## src/rtl/boot_sel_pkg.sv

```systemverilog
package boot_sel_pkg;

  typedef enum logic [1:0] {
    REG_MAIN = 2'b00,
    REG_SYS  = 2'b01,
    REG_SRAM = 2'b10
  } boot_region_t;

  // Effective select bit: pin in pin mode, inverted option bit otherwise.
  function automatic logic eff_select(input logic pin, input logic nsw, input logic nb0);
    return nsw ? pin : ~nb0;
  endfunction

  // Region from the select bit; the empty fallback applies only in pin mode.
  function automatic boot_region_t pick_region(input logic sel, input logic nb1,
                                               input logic pin_mode, input logic empty);
    boot_region_t r;
    if (!sel) r = (pin_mode && empty) ? REG_SYS : REG_MAIN;
    else      r = nb1 ? REG_SYS : REG_SRAM;
    return r;
  endfunction

endpackage

```

## src/rtl/boot_decode.sv

```systemverilog
module boot_decode
  import boot_sel_pkg::*;
#(
  parameter int AW = 32,
  parameter logic [AW-1:0] SAFE_VEC = 32'h0804_F000
) (
  input  logic          pin,
  input  logic          nsw,
  input  logic          nb0,
  input  logic          nb1,
  input  logic          empty,
  input  logic          valid,
  input  logic [AW-1:0] vec,
  output boot_region_t  region,
  output logic [AW-1:0] c2_addr,
  output logic          safe_taken
);

  logic sel;

  always_comb begin
    sel        = eff_select(pin, nsw, nb0);
    region     = pick_region(sel, nb1, nsw, empty);
    safe_taken = !valid && (region == REG_MAIN);
    c2_addr    = safe_taken ? SAFE_VEC : vec;
  end

  // no reserved region code is ever produced
  always_comb begin
    a_r2_legal_code: assert (region != 2'b11);
  end

endmodule

```

## src/rtl/empty_tracker.sv

```systemverilog
module empty_tracker #(
  parameter int DW = 32
) (
  input  logic          clk,
  input  logic          rst_n,
  input  logic          opt_load,
  input  logic [DW-1:0] flash_word,
  input  logic          sw_we,
  input  logic          sw_wd,
  output logic          empty_q,
  output logic          empty_next
);

  localparam logic [DW-1:0] ERASED = {DW{1'b1}};

  logic word_erased;

  always_comb begin
    word_erased = (flash_word == ERASED);
    if (opt_load)   empty_next = word_erased;
    else if (sw_we) empty_next = sw_wd;
    else            empty_next = empty_q;
  end

  always_ff @(posedge clk or negedge rst_n) begin
    if (!rst_n) empty_q <= 1'b0;
    else        empty_q <= empty_next;
  end

  // a reload of an erased word marks flash empty
  a_r6_load_erased: assert property (@(posedge clk) disable iff (!rst_n)
    (opt_load && flash_word == ERASED) |=> empty_q);
  // a reload of a programmed word clears the mark
  a_r6_load_programmed: assert property (@(posedge clk) disable iff (!rst_n)
    (opt_load && flash_word != ERASED) |=> !empty_q);
  // without any update the flag keeps its value
  a_r7_hold: assert property (@(posedge clk) disable iff (!rst_n)
    (!opt_load && !sw_we) |=> $stable(empty_q));

endmodule

```

## src/rtl/c2_gate.sv

```systemverilog
module c2_gate (
  input  logic clk,
  input  logic rst_n,
  input  logic en_we,
  input  logic en_wd,
  input  logic stby_exit,
  output logic en_q,
  output logic release_q
);

  always_ff @(posedge clk or negedge rst_n) begin
    if (!rst_n) begin
      en_q      <= 1'b0;
      release_q <= 1'b0;
    end else begin
      if (en_we) en_q <= en_wd;
      release_q <= en_q && !stby_exit;
    end
  end

  // an enabled core is released on the next cycle
  a_r9_release_follows: assert property (@(posedge clk) disable iff (!rst_n)
    (en_q && !stby_exit) |=> release_q);
  // no release without the enable bit
  a_r9_no_release_when_off: assert property (@(posedge clk) disable iff (!rst_n)
    !en_q |=> !release_q);
  // standby exit drops the release for one cycle
  a_r10_stby_drop: assert property (@(posedge clk) disable iff (!rst_n)
    stby_exit |=> !release_q);
  // standby exit leaves the enable bit alone
  a_r10_en_kept: assert property (@(posedge clk) disable iff (!rst_n)
    (stby_exit && !en_we) |=> $stable(en_q));

endmodule

```

## src/rtl/boot_sel_ctrl.sv

```systemverilog
module boot_sel_ctrl
  import boot_sel_pkg::*;
#(
  parameter int AW = 32,
  parameter int DW = 32,
  parameter logic [AW-1:0] SAFE_VEC = 32'h0804_F000
) (
  input  logic          clk,
  input  logic          rst_n,
  input  logic          boot_pin,
  input  logic          opt_nboot1,
  input  logic          opt_nboot0,
  input  logic          opt_nswboot0,
  input  logic [AW-1:0] opt_c2_vec,
  input  logic          opt_valid,
  input  logic [DW-1:0] flash_word0,
  input  logic          opt_load,
  input  logic          stby_exit,
  input  logic          sw_empty_we,
  input  logic          sw_empty_wd,
  input  logic          sw_c2en_we,
  input  logic          sw_c2en_wd,
  output logic [1:0]    boot_region,
  output logic          empty_flag,
  output logic          c2_release,
  output logic [AW-1:0] c2_boot_addr
);

  logic          started_q;
  logic          sample_evt;
  logic          empty_next;
  boot_region_t  region_next;
  boot_region_t  region_q;
  logic [AW-1:0] addr_next;
  logic [AW-1:0] addr_q;
  logic          safe_taken;
  logic          c2_en_q;

  assign sample_evt = !started_q || stby_exit || opt_load;

  empty_tracker #(.DW(DW)) u_empty (
    .clk        (clk),
    .rst_n      (rst_n),
    .opt_load   (opt_load),
    .flash_word (flash_word0),
    .sw_we      (sw_empty_we),
    .sw_wd      (sw_empty_wd),
    .empty_q    (empty_flag),
    .empty_next (empty_next)
  );

  boot_decode #(.AW(AW), .SAFE_VEC(SAFE_VEC)) u_dec (
    .pin        (boot_pin),
    .nsw        (opt_nswboot0),
    .nb0        (opt_nboot0),
    .nb1        (opt_nboot1),
    .empty      (empty_next),
    .valid      (opt_valid),
    .vec        (opt_c2_vec),
    .region     (region_next),
    .c2_addr    (addr_next),
    .safe_taken (safe_taken)
  );

  c2_gate u_c2 (
    .clk       (clk),
    .rst_n     (rst_n),
    .en_we     (sw_c2en_we),
    .en_wd     (sw_c2en_wd),
    .stby_exit (stby_exit),
    .en_q      (c2_en_q),
    .release_q (c2_release)
  );

  always_ff @(posedge clk or negedge rst_n) begin
    if (!rst_n) begin
      started_q <= 1'b0;
      region_q  <= REG_MAIN;
      addr_q    <= '0;
    end else begin
      started_q <= 1'b1;
      if (sample_evt) begin
        region_q <= region_next;
        addr_q   <= addr_next;
      end
    end
  end

  assign boot_region  = region_q;
  assign c2_boot_addr = addr_q;

  // selection holds between capture events
  a_r8_region_hold: assert property (@(posedge clk) disable iff (!rst_n)
    !sample_evt |=> ($stable(boot_region) && $stable(c2_boot_addr)));
  // pin-mode main flash with an empty mark goes to system memory
  a_r4_empty_fallback: assert property (@(posedge clk) disable iff (!rst_n)
    (sample_evt && opt_nswboot0 && !boot_pin && empty_next) |=> (boot_region == 2'b01));
  // forced main flash ignores the empty mark
  a_r5_forced_main: assert property (@(posedge clk) disable iff (!rst_n)
    (sample_evt && !opt_nswboot0 && opt_nboot0) |=> (boot_region == 2'b00));
  // invalid options with main flash pick the safe vector
  a_r12_safe_vec: assert property (@(posedge clk) disable iff (!rst_n)
    (sample_evt && safe_taken) |=> (c2_boot_addr == SAFE_VEC));
  // the release is low on the first cycle after reset
  a_r11_low_after_reset: assert property (@(posedge clk) disable iff (!rst_n)
    !started_q |-> !c2_release);

endmodule

```

## config.mk

```make
export PLATFORM = sky130hd
export DESIGN_NAME = boot_sel_ctrl
export DESIGN_NICKNAME = d
export VERILOG_FILES = /design/src/rtl/boot_sel_pkg.sv /design/src/rtl/boot_decode.sv /design/src/rtl/empty_tracker.sv /design/src/rtl/c2_gate.sv /design/src/rtl/boot_sel_ctrl.sv
export SDC_FILE = /design/constraint.sdc
export NUM_CORES = 1
export LEC_CHECK = 0
export BUFFER_PORTS_ARGS = -buffer_cell sky130_fd_sc_hd__buf_2
export CAP_MARGIN = 0
export CORE_UTILIZATION = 30
export CTS_CLUSTER_SIZE = 20
export DETAILED_ROUTE_END_ITERATION = 16
export PLACE_DENSITY_LB_ADDON = 0.1
export SETUP_SLACK_MARGIN = 0.5
export SLEW_MARGIN = 25
export SYNTH_ARGS = -nofsm -noshare
export SYNTH_HDL_FRONTEND = slang
export SYNTH_SLANG_ARGS = --single-unit
```

## constraint.sdc

```tcl
create_clock -name clk -period 1.6 [get_ports clk]
set_input_delay 0.24 -clock clk [delete_from_list [all_inputs] [get_ports clk]]
set_output_delay 0.24 -clock clk [all_outputs]
set_load 0.02 [all_outputs]
```

* After elaboration in Yosys (flattened, before gate mapping)
Index checks and enable logic that the tools add are counted.
Operators by class: eq/ne operators 1, multiplexer cells 7, bitwise operators 1, reduce and logical (&&, ||, !) cells 9
Operators by type and width (number):
- $eq A32 B32 Y1 const B | 1
- $mux W32 | 1
- $mux W1 | 4
- $mux W2 | 2
- $logic_and A1 B1 Y1 | 3
- $logic_not A1 Y1 | 3
- $logic_not A2 Y1 | 1
- $logic_or A1 B1 Y1 | 2
- $not A1 Y1 | 1
Word-level totals: register bits after elaboration 38, input port bits 77, output and inout bits 36

* Longest topological paths before layout
word-level depth 8, depth in mapped cells 6, depth with buffers taken out 4

* By module
Synthesis repeated with hierarchy kept, for this count alone.
Unflattened totals: cells, all modules 141, area, all modules 1860.5 um2
Modules (own cells, without submodules):
- boot_sel_ctrl | instances 1, cells each 74, area an instance 1315.0 um2, sequential area each 875.8 um2
- boot_decode | instances 1, cells each 48, area an instance 354.1 um2, sequential area each 0.0 um2
- empty_tracker | instances 1, cells each 15, area an instance 120.1 um2, sequential area each 25.0 um2
- c2_gate | instances 1, cells each 4, area an instance 71.3 um2, sequential area each 50.0 um2

* Least setup slack after synthesis
Ideal clock, no wire load.
path type register to register, from register u_empty.empty_q, to register addr_q[12] (netlist: c2_boot_addr[12]), setup time 0.123 ns, data arrival time 1.258 ns, data required time 1.477 ns, setup slack 0.219 ns, cell stages (with the launch flop) 6, buffers on the path 1, clock period less this slack 1.381 ns, cell sequence dfrtp_1 -> mux2i_1 -> a211oi_2 -> buf_2 -> nand3b_1 -> o221a_1
On the way: word-level cells in the longest chain between the ends 8
RTL lines:
- start, declared | RTL line empty_tracker.sv:10 | output logic empty_q,
- start signal, assigned | RTL line empty_tracker.sv:27 | else empty_q <= empty_next;
- $mux W1 | RTL line empty_tracker.sv:21 | else if (sw_we) empty_next = sw_wd;
- $mux W1 | RTL line empty_tracker.sv:20 | if (opt_load) empty_next = word_erased;
- $logic_and A1 B1 Y1 | RTL line boot_sel_pkg.sv:18 | if (!sel) r = (pin_mode && empty) ? REG_SYS : REG_MAIN;
- $mux W1 | RTL line boot_sel_pkg.sv:18
- $mux W2 | RTL line boot_sel_pkg.sv:18
- $logic_not A2 Y1 | RTL line boot_decode.sv:24 | safe_taken = !valid && (region == REG_MAIN);
- $logic_and A1 B1 Y1 | RTL line boot_decode.sv:24
- $mux W32 | RTL line boot_decode.sv:25 | c2_addr = safe_taken ? SAFE_VEC : vec;
- end signal, assigned | RTL line boot_sel_ctrl.sv:84 | addr_q <= addr_next;
- end, declared | RTL line boot_sel_ctrl.sv:35 | logic [AW-1:0] addr_q;
No other way between the ends. A chain may end at the register's enable or synchronous reset.

* Worst setup path after layout
from register u_empty.empty_q, to register addr_q[6] (netlist: c2_boot_addr[6])
Same word-level chain as after synthesis.

==> metrics.yaml <==
clk_pin_slew_worst_paths_ns: 0.08
slew_viol_final: 0
utilization_pct: 54.0
drc: 0
preCtsSetupSlack_ns: 0.0450
start_kind: "flop"
crit_fanout: 8
muxShareOfSynthArea_pct: 1.03
grt_first_pass_wirelength_mm: 10.9
holdWs_ns: 0.161
synth-simple-area-share_pct: 30.3
final_common_cell: "buf_2"
synth_top_family_by_area: "simple AND/OR/NAND/NOR gates"
gp_congestion: 0.716
dp_hpwl_mm: 4.24
syn_inst: 215
cts_root_buf: "clkbuf_8"
required_ns: 1.80
fin_area_mm2: 0.00351
crit_slowest_cell: "dfrtp_2"
pin_count: 113
synth_cell_types: 33
crit_arrival_ns: 1.56
drt_pass1_iterations: 4
rsz0062_at_grt: "true"
io_buffers: 112
fin_crit_sh_pct: 84.7
yosys.area.top_type: "dfrtp_1"
die_w_um: 85.1
num_rows: 29
ys_ff_latch: 38
rrSetupSlack_ns: 0.24
start_util_pct: 31.9
crit_chain: "mux2i_4 -> a211oi_4 -> buf_6 -> buf_16 -> nand3_1 -> o211ai_1"
status: "complete, no violations"
p_total_mw: 2.68
grt_overflow: 0
met3_usage_pct: 4.77
grt_use_total_pct: 19.1
async_flop_share_pct: 100
antenna_found_initial: 0
synth_top_area_share_pct: 45.9
area_delta_synth_final_pct: 69.6
p_leak_nw: 1.63
synth_edf_count: 0
die_area_mm2: 0.00723
antenna_cells: 0
grt_pass1_vias: 2160
tns_ns: 0
yosysSeqAreaShare_pct: 45.9
avgViaCountPerCell: 5.21
grt_max_degree: 39
fin_ws_ns: 0.245
synth.area.top_cells: "dfrtp_1, nand3_1, o211ai_2"
wl_per_cell_um: 16.3
power.ir.vdd_worst_uv: 440
yosys_warnings: 0
clock_latency_ns: 0.28
fin_crit_ns: 1.36
top_usage_layer: "met2"
synth_xor_area_share_pct: 0
syn_avg_cell_area_um2: 9.63
final_layout_size_suffix_gt1_share_pct: 55.8
fin_skew_ns: 0.00591
critPathKind: "reg -> reg"
htree_levels: 2
wl_mm: 7.03
synthesis.nets: 292
finalHoldViolations: 0
clock-sinks: 38
synth_compound_area_share_pct: 17.8
fmaxAchievable_ghz: 0.738
nNetsFinal: 431
cts_buffers: 5
max-cap-violations: 0
critPathMaxStageDelay_ns: 0.38
netlist_area_mm2: 0.00207
placed_area_mm2: 0.00276
setup_viol: 0
coreArea_mm2: 0.00649
routed-via-count: 2251
synthAdderAreaFrac_pct: 0
mostFrequentLayoutCells: "buf_2, nand3_1, dfrtp_1, buf_6, nand2_1"
cts.path.max_buffers: 2
grtUsageMet1_pct: 25.9
drtIter0Drc: 116
die_h_um: 85.1
cp-end-kind: "flop"
min_path_type: "in -> reg"
cts_tree: "yes"
instances_no_fill: 432
synthFlopType: "dfrtp_1"
grt.met2_usage_pct: 31.1
power.density_mw_per_mm2: 765
ant_nets: 0
dp.cells: 395
power breakdown:
part	internal [mW]	leakage, nW	total, mW	switching, mW
clock network	0.436	0.0575	0.783	0.347
registers	1.05	0.460	1.12	0.0661
logic	0.403	1.11	0.784	0.381
total	1.89	1.63	2.68	0.794
worst paths after layout:
| path | cells after the start | from | to |
|---|---|---|---|
| hold reg to reg | 2 | c2_boot_addr[26]$_DFFE_PN0P_ | c2_boot_addr[26]$_DFFE_PN0P_ |
| setup reg to reg | 6 | u_empty.empty_q$_DFF_PN0_ | c2_boot_addr[6]$_DFFE_PN0P_ |
| setup / recovery | 6 | u_empty.empty_q$_DFF_PN0_ | c2_boot_addr[6]$_DFFE_PN0P_ |
| max in group asynchronous | 3 | rst_n | c2_boot_addr[12]$_DFFE_PN0P_ |
| hold / removal | 2 | stby_exit | u_c2.release_q$_DFF_PN0_ |
| min in group asynchronous | 2 | rst_n | c2_boot_addr[31]$_DFFE_PN0P_ |
final cells by class:
cell class,instances,area (µm²)
fill,610,2990
multi-input combinational,157,1180
timing repair buffer,151,1170
sequential,38,952
clock buffer,8,110
tap,77,96.3
inverter,1,3.75
kinds of logic after synthesis:
group,after synthesis
compound gates,39
buf+inv,20
simple gates,115
mux,2
other cells,1
flops,38
sequential cells by signal, summed over array words and instances, names as in the netlist:
name             flops
u_c2.release_q       1
u_c2.en_q            1
c2_boot_addr        32
started_q            1
boot_region          2
u_empty.empty_q      1
repair_timing:
item,in CTS,in global routing
hold buffers,1,0
hold endpoints to repair,17,0
pin swaps,27,20
setup endpoints to repair,37,57
setup buffers,6,14
cloned,6,2
resized for setup,26,59
worst max-delay path, delay by kind of cell, from the launching register on:
kind	cells	cell delay, ns
AO/OA/AOI/OAI	2	0.41
flip-flops	1	0.38
buffers and inverters	2	0.32
multiplexers	1	0.08
AND/OR/NAND/NOR	1	0.08
Yosys cell counts, types with 2 or more instances:
library cell   n
nor3b_1        2
nand2_1       31
dfrtp_1       38
nand3b_1      12
nand3_1       52
buf_2         10
clkbuf_1       6
o211ai_2      10
nor2_1         3
nand4_1        6
nor2b_1        2
o31ai_1        2
o221a_1        6
o211ai_1      16
layer usage:
metal / vias up / part of all wire, %
met5: - / 0
met4: 0 / 0.53
met3: 4 / 7.0
met2: 89 / 48
met1: 1076 / 44
li1: 1082 / -
(Power assumes the default switching activity.)
